## src/rtl/evcond_pkg.sv

```systemverilog
package evcond_pkg;

    // Address map of the bank (word addresses)
    localparam int A_LOADA   = 0;
    localparam int A_COPYB   = 1;
    localparam int A_PAIRX   = 2;
    localparam int A_PAIRY   = 3;
    localparam int A_SCRATCH = 4;
    localparam int A_ARRBASE = 8;

    // Field indices inside the flat field vector
    localparam int F_LOADA   = 0;
    localparam int F_COPYB   = 1;
    localparam int F_PAIRX   = 2;
    localparam int F_PAIRY   = 3;
    localparam int F_SCRATCH = 4;
    localparam int F_ARR0    = 5;

    // Word address of field k
    function automatic int fld_addr(input int k);
        return (k < F_ARR0) ? k : (A_ARRBASE + k - F_ARR0);
    endfunction

    // True when address a belongs to a field
    function automatic logic addr_mapped(input int a, input int nrep);
        return (a < F_ARR0) || ((a >= A_ARRBASE) && (a < A_ARRBASE + nrep));
    endfunction

endpackage

```

## src/rtl/evcond_evt_decode.sv

```systemverilog
module evcond_evt_decode #(
    parameter int AW = 4,
    localparam int NA = 1 << AW
) (
    input  logic          bus_sel,
    input  logic          bus_wr,
    input  logic [AW-1:0] bus_addr,
    output logic [NA-1:0] rd_ev,
    output logic [NA-1:0] wr_ev
);

    // One-hot event vectors: one read and one write event per address
    always_comb begin
        rd_ev = '0;
        wr_ev = '0;
        if (bus_sel) begin
            if (bus_wr) begin
                wr_ev[bus_addr] = 1'b1;
            end else begin
                rd_ev[bus_addr] = 1'b1;
            end
        end
    end

endmodule

```

## src/rtl/evcond_field.sv

```systemverilog
module evcond_field #(
    parameter int DW = 8
) (
    input  logic          clk,
    input  logic          rst_n,
    input  logic          wr_en,
    input  logic [DW-1:0] wr_data,
    input  logic          ld_en,
    input  logic [DW-1:0] ld_val,
    output logic [DW-1:0] q
);

    // A direct write outranks the event-conditioned load
    always_ff @(posedge clk or negedge rst_n) begin
        if (!rst_n) begin
            q <= '0;
        end else if (wr_en) begin
            q <= wr_data;
        end else if (ld_en) begin
            q <= ld_val;
        end
    end

endmodule

```

## src/rtl/evcond_rd_mux.sv

```systemverilog
module evcond_rd_mux #(
    parameter int AW = 4,
    parameter int DW = 8,
    parameter int NF = 9,
    localparam int NA = 1 << AW
) (
    input  logic [NA-1:0]         rd_ev,
    input  logic [NF-1:0][DW-1:0] fld_q,
    output logic [DW-1:0]         rdata
);

    logic [NF-1:0][DW-1:0] term;

    // Each field drives its current value only when its own read event is high
    for (genvar k = 0; k < NF; k++) begin : g_term
        localparam logic [AW-1:0] ADDR_K = AW'(evcond_pkg::fld_addr(k));
        assign term[k] = rd_ev[ADDR_K] ? fld_q[k] : '0;
    end

    always_comb begin
        rdata = '0;
        for (int k = 0; k < NF; k++) begin
            rdata = rdata | term[k];
        end
    end

endmodule

```

## src/rtl/evcond_regbank.sv

```systemverilog
module evcond_regbank #(
    parameter int AW      = 4,
    parameter int DW      = 8,
    parameter int NREP    = 4,
    parameter int TGT_IDX = 2
) (
    input  logic          clk,
    input  logic          rst_n,
    input  logic          bus_sel,
    input  logic          bus_wr,
    input  logic [AW-1:0] bus_addr,
    input  logic [DW-1:0] bus_wdata,
    output logic [DW-1:0] bus_rdata,
    input  logic [DW-1:0] hw_in_a,
    input  logic [DW-1:0] hw_in_arr
);
    import evcond_pkg::*;

    localparam int NA = 1 << AW;
    localparam int NF = F_ARR0 + NREP;

    logic [NA-1:0]         rd_ev;
    logic [NA-1:0]         wr_ev;
    logic [NF-1:0]         wr_en;
    logic [NF-1:0]         ld_en;
    logic [NF-1:0][DW-1:0] ld_val;
    logic [NF-1:0][DW-1:0] fld_q;

    evcond_evt_decode #(.AW(AW)) u_dec (
        .bus_sel  (bus_sel),
        .bus_wr   (bus_wr),
        .bus_addr (bus_addr),
        .rd_ev    (rd_ev),
        .wr_ev    (wr_ev)
    );

    // Conditional load sources and triggers (events at other addresses)
    always_comb begin
        ld_en  = '0;
        ld_val = '0;
        ld_en[F_LOADA]  = wr_ev[A_SCRATCH];
        ld_val[F_LOADA] = hw_in_a;
        ld_en[F_COPYB]  = rd_ev[A_SCRATCH];
        ld_val[F_COPYB] = fld_q[F_LOADA];
        ld_en[F_PAIRX]  = rd_ev[A_PAIRY];
        ld_val[F_PAIRX] = fld_q[F_PAIRY];
        ld_en[F_PAIRY]  = wr_ev[A_PAIRX];
        ld_val[F_PAIRY] = fld_q[F_PAIRX];
        for (int i = 0; i < NREP; i++) begin
            if (i == TGT_IDX) begin
                ld_en[F_ARR0+i]  = rd_ev[A_LOADA];
                ld_val[F_ARR0+i] = hw_in_arr;
            end
        end
    end

    for (genvar k = 0; k < NF; k++) begin : g_fld
        localparam logic [AW-1:0] ADDR_K = AW'(fld_addr(k));
        assign wr_en[k] = wr_ev[ADDR_K];
        evcond_field #(.DW(DW)) u_fld (
            .clk     (clk),
            .rst_n   (rst_n),
            .wr_en   (wr_en[k]),
            .wr_data (bus_wdata),
            .ld_en   (ld_en[k]),
            .ld_val  (ld_val[k]),
            .q       (fld_q[k])
        );
    end

    evcond_rd_mux #(.AW(AW), .DW(DW), .NF(NF)) u_mux (
        .rd_ev (rd_ev),
        .fld_q (fld_q),
        .rdata (bus_rdata)
    );

endmodule

```

## config.mk

```make
export PLATFORM = sky130hd
export DESIGN_NAME = evcond_regbank
export DESIGN_NICKNAME = d
export VERILOG_FILES = /design/src/rtl/evcond_pkg.sv /design/src/rtl/evcond_evt_decode.sv /design/src/rtl/evcond_field.sv /design/src/rtl/evcond_rd_mux.sv /design/src/rtl/evcond_regbank.sv
export SDC_FILE = /design/constraint.sdc
export NUM_CORES = 1
export LEC_CHECK = 0
export ABC_AREA = 1
export CORE_ASPECT_RATIO = 1.2
export CORE_MARGIN = 2
export CORE_UTILIZATION = 30
export CTS_CLUSTER_DIAMETER = 100
export DETAILED_ROUTE_END_ITERATION = 8
export SLEW_MARGIN = 10
export SYNTH_ARGS = -nofsm -noshare
export SYNTH_HDL_FRONTEND = slang
export SYNTH_SLANG_ARGS = --single-unit
```

## constraint.sdc

```tcl
create_clock -name clk -period 1.55 [get_ports clk]
set_input_delay 0.2325 -clock clk [delete_from_list [all_inputs] [get_ports clk]]
set_output_delay 0.2325 -clock clk [all_outputs]
set_load 0.005 [all_outputs]
```

-- After elaboration in Yosys (flattened, before gate mapping)
Index checks and enable logic that the tools add are counted.
- order comparisons: 2
- mux-type cells: 25
- bitwise operators: 8
- reduce and logical (&&, ||, !) cells: 6
- operators by type and width (operator ; count):
    $mux W8 ; 19
    $or A8 B8 Y8 ; 8
    $mux W12 ; 4
    $reduce_bool A2 Y1 ; 5
    $lt A4 B5 Y1 const B ; 1
    $demux W1 S4 ; 1
    $ge A4 B1 Y1 const B ; 1
    $logic_and A1 B1 Y1 ; 1
    $mux W1 ; 1
- register bits: 72
- output and inout bits: 8
- word-level logic and storage cells: 50

-- Depth between registers and ports, before layout
- depth in word-level cells: 15
- depth in mapped cells: 9
- mapped depth without buffers: 8

-- Cells and area by module
From an unflattened synthesis, not the netlist that was laid out.
- cell total of the unflattened synthesis: 601
- area, all modules: 4222.8 um2
- modules (own cells, without submodules) (module ; instances ; cells each ; area each (um2) ; sequential area each (um2)):
    evcond_field ; 9 ; 44 ; 374.1 ; 200.2
    evcond_rd_mux ; 1 ; 137 ; 585.6 ; 0.0
    evcond_evt_decode ; 1 ; 67 ; 266.5 ; 0.0
    evcond_regbank ; 1 ; 1 ; 3.8 ; 0.0

-- Worst setup path after synthesis
Ideal clock, no wire load.
- path kind: input to output
- from: input port bus_sel
- to: output port bus_rdata[0]
- arrival: 1089 ps
- data required time: 1317 ps
- setup slack: 228 ps
- cell stages on the path: 7
- path buffers: 1
- cell sequence: inv_1 > nor2_2 > buf_2 > nand3_1 > nor2_1 > nor2_1 > nand3_1
- word-level cells in the longest chain between the ends: 10
- elaborated cells on any way between the ends: 18
- those cells by class: 10 x mux; 8 x bitwise
- ends and longest elaborated chain (item ; RTL line ; text):
    from (decl) ; evcond_regbank.sv:9 ; input logic bus_sel,
    $mux W12 * ; evcond_evt_decode.sv:16 ; if (bus_sel) begin
    $mux W8 ; evcond_rd_mux.sv:17 ; assign term[k] = rd_ev[ADDR_K] ? fld_q[k] : '0;
    $or A8 B8 Y8 (7 in series) ; evcond_rd_mux.sv:23 ; rdata = rdata | term[k];
    $or A8 B8 Y8 * ; evcond_rd_mux.sv:23 ;
    to (decl) ; evcond_regbank.sv:13 ; output logic [DW-1:0] bus_rdata,
Every way passes the cells marked *; elsewhere a longest branch is shown, timed or not.

-- Final worst setup path
- from: input port bus_sel
- to: output port bus_rdata[6]
Same word-level chain as after synthesis.

==> impl_results.html <==
<table>
<tr><th>Metric</th><th>Value</th></tr>
<tr><th colspan="2">Layout</th></tr>
<tr><td>Register with the most flip-flops</td><td>g_fld.u_fld.q</td></tr>
<tr><td>Footprint of the multi-input gates</td><td>2150 µm²</td></tr>
<tr><td>Number of inserted filler cells in the final layout</td><td>~1,300</td></tr>
<tr><td>Core Util, Final</td><td>0.470</td></tr>
<tr><td>FF+latch area</td><td>between 1500 and 2000 µm²</td></tr>
<tr><td>Syn-to-layout area delta</td><td>52.5%</td></tr>
<tr><td>Number of flip-flops under the largest register name</td><td>just over 70</td></tr>
<tr><td>Diodes inserted</td><td>0</td></tr>
<tr><td>Layout Cells excl Fill</td><td>830</td></tr>
<tr><td>Commonest cells after routing, fill and taps aside</td><td>sky130_fd_sc_hd__nand2_1, sky130_fd_sc_hd__nand3_1, sky130_fd_sc_hd__buf_4</td></tr>
<tr><td>Most common cell after layout, fill and taps aside</td><td>sky130_fd_sc_hd__nand2_1</td></tr>
<tr><td>Top Registers</td><td>g_fld.u_fld.q x72</td></tr>
<tr><td>Layout cells sized above 1</td><td>0.347</td></tr>
<tr><td>Final nets</td><td>around 690</td></tr>
<tr><th colspan="2">GRT</th></tr>
<tr><td>Via count of the first global-routing pass</td><td>roughly 4,300</td></tr>
<tr><td>Wire length of the first global-routing pass</td><td>between 20 and 25 mm</td></tr>
<tr><td>Global-route congestion overflow total</td><td>0</td></tr>
<tr><td>Maximum number of pins on one net before global-route repair</td><td>73</td></tr>
<tr><td>GR Util All Layers</td><td>0.213</td></tr>
<tr><td>Number of antenna violations at the first check in global routing</td><td>0</td></tr>
<tr><th colspan="2">Floorplan</th></tr>
<tr><td>Starting density of the core</td><td>0.308</td></tr>
<tr><td>Die boundary height</td><td>between 100 and 150 µm</td></tr>
<tr><td>Overall die width</td><td>around 110 µm</td></tr>
<tr><td>Total I/O pin count</td><td>40</td></tr>
<tr><td>Die ar.</td><td>roughly 14,000 µm²</td></tr>
<tr><td>Area inside the core boundary</td><td>between 10,000 and 15,000 µm²</td></tr>
<tr><td>Number of core rows</td><td>45</td></tr>
<tr><th colspan="2">Critical path</th></tr>
<tr><td>Biggest fanout along the worst timing path</td><td>6</td></tr>
<tr><td>Worst r2r src</td><td>g_fld[2].u_fld.q[7]</td></tr>
<tr><td>Critical Path RT</td><td>1320 ps</td></tr>
<tr><td>Setup crit start kind</td><td>input pin</td></tr>
<tr><td>Critical Path Most Common Cell</td><td>sky130_fd_sc_hd__buf_2</td></tr>
<tr><td>Path type of the worst setup path</td><td>input pin to output port</td></tr>
<tr><td>Worst R2R Setup Slack</td><td>~480 ps</td></tr>
<tr><td>Arrival time at the worst endpoint</td><td>about 1400 ps</td></tr>
<tr><td>Launching instance or port of the critical path</td><td>bus_sel</td></tr>
<tr><td>CP max stage cell</td><td>sky130_fd_sc_hd__nor2_2</td></tr>
<tr><td>Critical path, cell by cell</td><td>buf_2 -&gt; inv_2 -&gt; nor2_4 -&gt; buf_12 -&gt; buf_6 -&gt; buf_16 -&gt; nand3_4 -&gt; nand2_2 -&gt; nor2_2 -&gt; nand3_1 -&gt; buf_2</td></tr>
<tr><td>Slowest cell delay on critical path</td><td>approximately 170 ps</td></tr>
<tr><td>Endpoint type of the worst setup path</td><td>output port</td></tr>
<tr><th colspan="2">Placement</th></tr>
<tr><td>Global placer's final weighted congestion</td><td>0.877</td></tr>
<tr><td>Input/output buffers</td><td>39</td></tr>
<tr><td>Instance count after placement with tap cells included</td><td>a little under 800</td></tr>
<tr><td>Post-detail-place hpwl</td><td>9.12 mm</td></tr>
<tr><th colspan="2">Status</th></tr>
<tr><td>Violations in the final reports</td><td>negative setup slack</td></tr>
<tr><td>Status</td><td>complete, but fails checks</td></tr>
<tr><th colspan="2">Clock tree</th></tr>
<tr><td>Clock tree from TritonCTS</td><td>yes</td></tr>
<tr><td>Number of H-tree branching levels</td><td>3</td></tr>
<tr><td>Root cell of the clock tree</td><td>sky130_fd_sc_hd__clkbuf_16</td></tr>
<tr><td>Buffers from clock root to sink, at most</td><td>2</td></tr>
<tr><td>CTS clock-pin slew for the worst setup and hold paths</td><td>about 60 ps</td></tr>
<tr><td>Clock Latency Late Sink</td><td>approximately 350 ps</td></tr>
<tr><td>TritonCTS buffer count</td><td>9</td></tr>
<tr><td>Clock sink count</td><td>72</td></tr>
<tr><th colspan="2">STA</th></tr>
<tr><td>Final number of max-transition violations</td><td>0</td></tr>
<tr><td>Final worst-path cycle share</td><td>1.06</td></tr>
<tr><td>Final Hold Slack</td><td>about 420 ps</td></tr>
<tr><td>Slew at the pin closest to its max-slew limit</td><td>about 440 ps</td></tr>
<tr><td>Worst relative slew slack</td><td>0.707</td></tr>
<tr><td>Final Hold Violating Endpoints</td><td>0</td></tr>
<tr><td>Worst clock skew on the final layout</td><td>6.29 ps</td></tr>
<tr><td>RSZ-0062 raised after global routing</td><td>true</td></tr>
<tr><td>Max Clock Freq</td><td>slightly above 600 MHz</td></tr>
<tr><td>Clock period minus final worst setup slack</td><td>between 1500 and 2000 ps</td></tr>
<tr><td>Final critical-path setup slack</td><td>-97.7 ps</td></tr>
<tr><td>Final setup violating endpoints</td><td>6</td></tr>
<tr><th colspan="2">Detailed routing</th></tr>
<tr><td>DR pass1 iterations</td><td>5</td></tr>
<tr><td>Vias post-DR</td><td>4,204</td></tr>
<tr><td>Final wirelength</td><td>~14 mm</td></tr>
<tr><td>Post-detailed-route DRC marker count</td><td>0</td></tr>
<tr><td>Count of nets left with antenna violations after detail routing</td><td>0</td></tr>
<tr><td>Initial drt markers</td><td>338</td></tr>
<tr><td>Average via count per standard cell</td><td>just over 5</td></tr>
<tr><td>Routed length per placed instance</td><td>between 15 and 20 µm</td></tr>
<tr><th colspan="2">Yosys</th></tr>
<tr><td>Proportion of netlist area held by the largest area contributor</td><td>0.459</td></tr>
<tr><td>Top cells by area in the synthesized netlist</td><td>sky130_fd_sc_hd__dfrtp_1, sky130_fd_sc_hd__nand2_1, sky130_fd_sc_hd__nand3_1</td></tr>
<tr><td>Sequential cell area fraction in the yosys report</td><td>0.459</td></tr>
<tr><td>Post-synthesis instance area</td><td>about 4000 µm²</td></tr>
<tr><td>Biggest area consumer among synthesized cells</td><td>sky130_fd_sc_hd__dfrtp_1</td></tr>
<tr><td>Post-Syn Nets</td><td>557</td></tr>
<tr><td>Number of register bits inferred by synthesis</td><td>around 70</td></tr>
<tr><td>Synthesized netlist cell count</td><td>525</td></tr>
<tr><td>Average footprint of a synthesized cell</td><td>approximately 7.5 µm²</td></tr>
<tr><td>Number of warnings printed during yosys synthesis</td><td>0</td></tr>
<tr><td>Distinct cell type count of the synthesized netlist</td><td>23</td></tr>
<tr><th colspan="2">Worst hold path</th></tr>
<tr><td>Path type of the worst min-delay path</td><td>input pin to asynchronous set/reset pin</td></tr>
<tr><th colspan="2">Power</th></tr>
<tr><td>Leakage power summed over all cells</td><td>3.00 nW</td></tr>
<tr><td>Power after layout</td><td>6.05 mW</td></tr>
<tr><td>Ratio of total power to cell area</td><td>around 1000 nW/µm²</td></tr>
<tr><td>Max rail drop VDD</td><td>about 0.00050 V</td></tr>
<tr><th colspan="2">Job</th></tr>
<tr><td>Number of max-capacitance violations reported</td><td>0</td></tr>
</table>
[worst max-delay path: cells and delay by family]
kind | cells | cell delay (ps)
AND/OR/NAND/NOR | 5 | 470
buffers and inverters | 6 | 700
[per-layer routing]
layer / routed length [µm] / vias to the layer above / share of wire / GRT usage
li1: - / 1984 / - / -
met4: 745 / 0 / 0.053 / 0.115
met5: 0 / - / 0 / 0
met3: 928 / 46 / 0.066 / 0.0568
met1: 5810 / 2025 / 0.41 / 0.274
met2: 6520 / 149 / 0.47 / 0.327
[cells by family after synthesis]
group | Yosys count | share of synthesized area
AO/OA/AOI/OAI | 45 | 0.0574
buffers and inverters | 63 | 0.0730
flip-flops | 72 | 0.459
AND/OR/NAND/NOR | 345 | 0.410
[report_power, final]
part | leakage, nW | internal [mW] | total [mW] | switching (mW)
sequential | 0.913 | 2.31 | 2.62 | 0.312
combinational | 1.93 | 0.564 | 1.16 | 0.598
clock | 0.156 | 1.41 | 2.27 | 0.863
[cell usage after synthesis]
cell	number
sky130_fd_sc_hd__nor2_4	4
sky130_fd_sc_hd__clkinv_2	2
sky130_fd_sc_hd__nor3_2	1
sky130_fd_sc_hd__nor2_8	3
sky130_fd_sc_hd__o21ai_0	22
sky130_fd_sc_hd__nand4_1	8
sky130_fd_sc_hd__buf_2	6
sky130_fd_sc_hd__nand2_4	4
sky130_fd_sc_hd__nor2_1	42
sky130_fd_sc_hd__buf_6	4
sky130_fd_sc_hd__buf_4	2
sky130_fd_sc_hd__nand3_4	1
sky130_fd_sc_hd__nand2_1	162
sky130_fd_sc_hd__inv_4	1
sky130_fd_sc_hd__nand2_2	9
sky130_fd_sc_hd__inv_1	38
sky130_fd_sc_hd__o21ai_1	23
sky130_fd_sc_hd__dfrtp_1	72
sky130_fd_sc_hd__inv_2	6
sky130_fd_sc_hd__nor3_1	7
sky130_fd_sc_hd__clkbuf_1	4
sky130_fd_sc_hd__nor2_2	4
sky130_fd_sc_hd__nand3_1	100
[area by class of cell]
type	count	area share
clock inverters	7	0.0159
well taps	164	0.0343
multi-input cells	391	0.360
repair buffers	140	0.220
clock buffers	9	0.0376
flip-flops and latches	72	0.301
inverters	47	0.0316
[through the flow]
| stage | worst slack [ps] | cell area (µm²) | setup TNS [ps] |
|---|---|---|---|
| CTS | -104 | 5830 | -483 |
| global placement | -867 | 5040 | -29840 |
| floorplan | 228 | 3920 | 0 |
| finish | -97.7 | 5980 | -256 |
| global route | -111 | 5980 | -479 |
| detailed placement | -870 | 5040 | -30990 |
[worst paths after layout]
path,to,cells after the start
max,bus_rdata[6],11
min reg2reg,g_fld[4].u_fld.q[0],2
min in group clk,g_fld[2].u_fld.q[6],6
max reg2reg,g_fld[3].u_fld.q[7],3
min,g_fld[1].u_fld.q[6],3
max in group asynchronous,g_fld[4].u_fld.q[2],3
[what timing repair did]
item | 4_1_cts | 5_1_grt
endpoints found under the hold margin | 72 | 0
buffers inserted | 22 | 6
hold buffers | 1 | 0
pin swaps | 28 | 32
gates cloned | 4 | 1
resized for setup | 125 | 48
setup endpoints to repair | 40 | 14
Note: power is estimated with default switching activity, not from simulation.
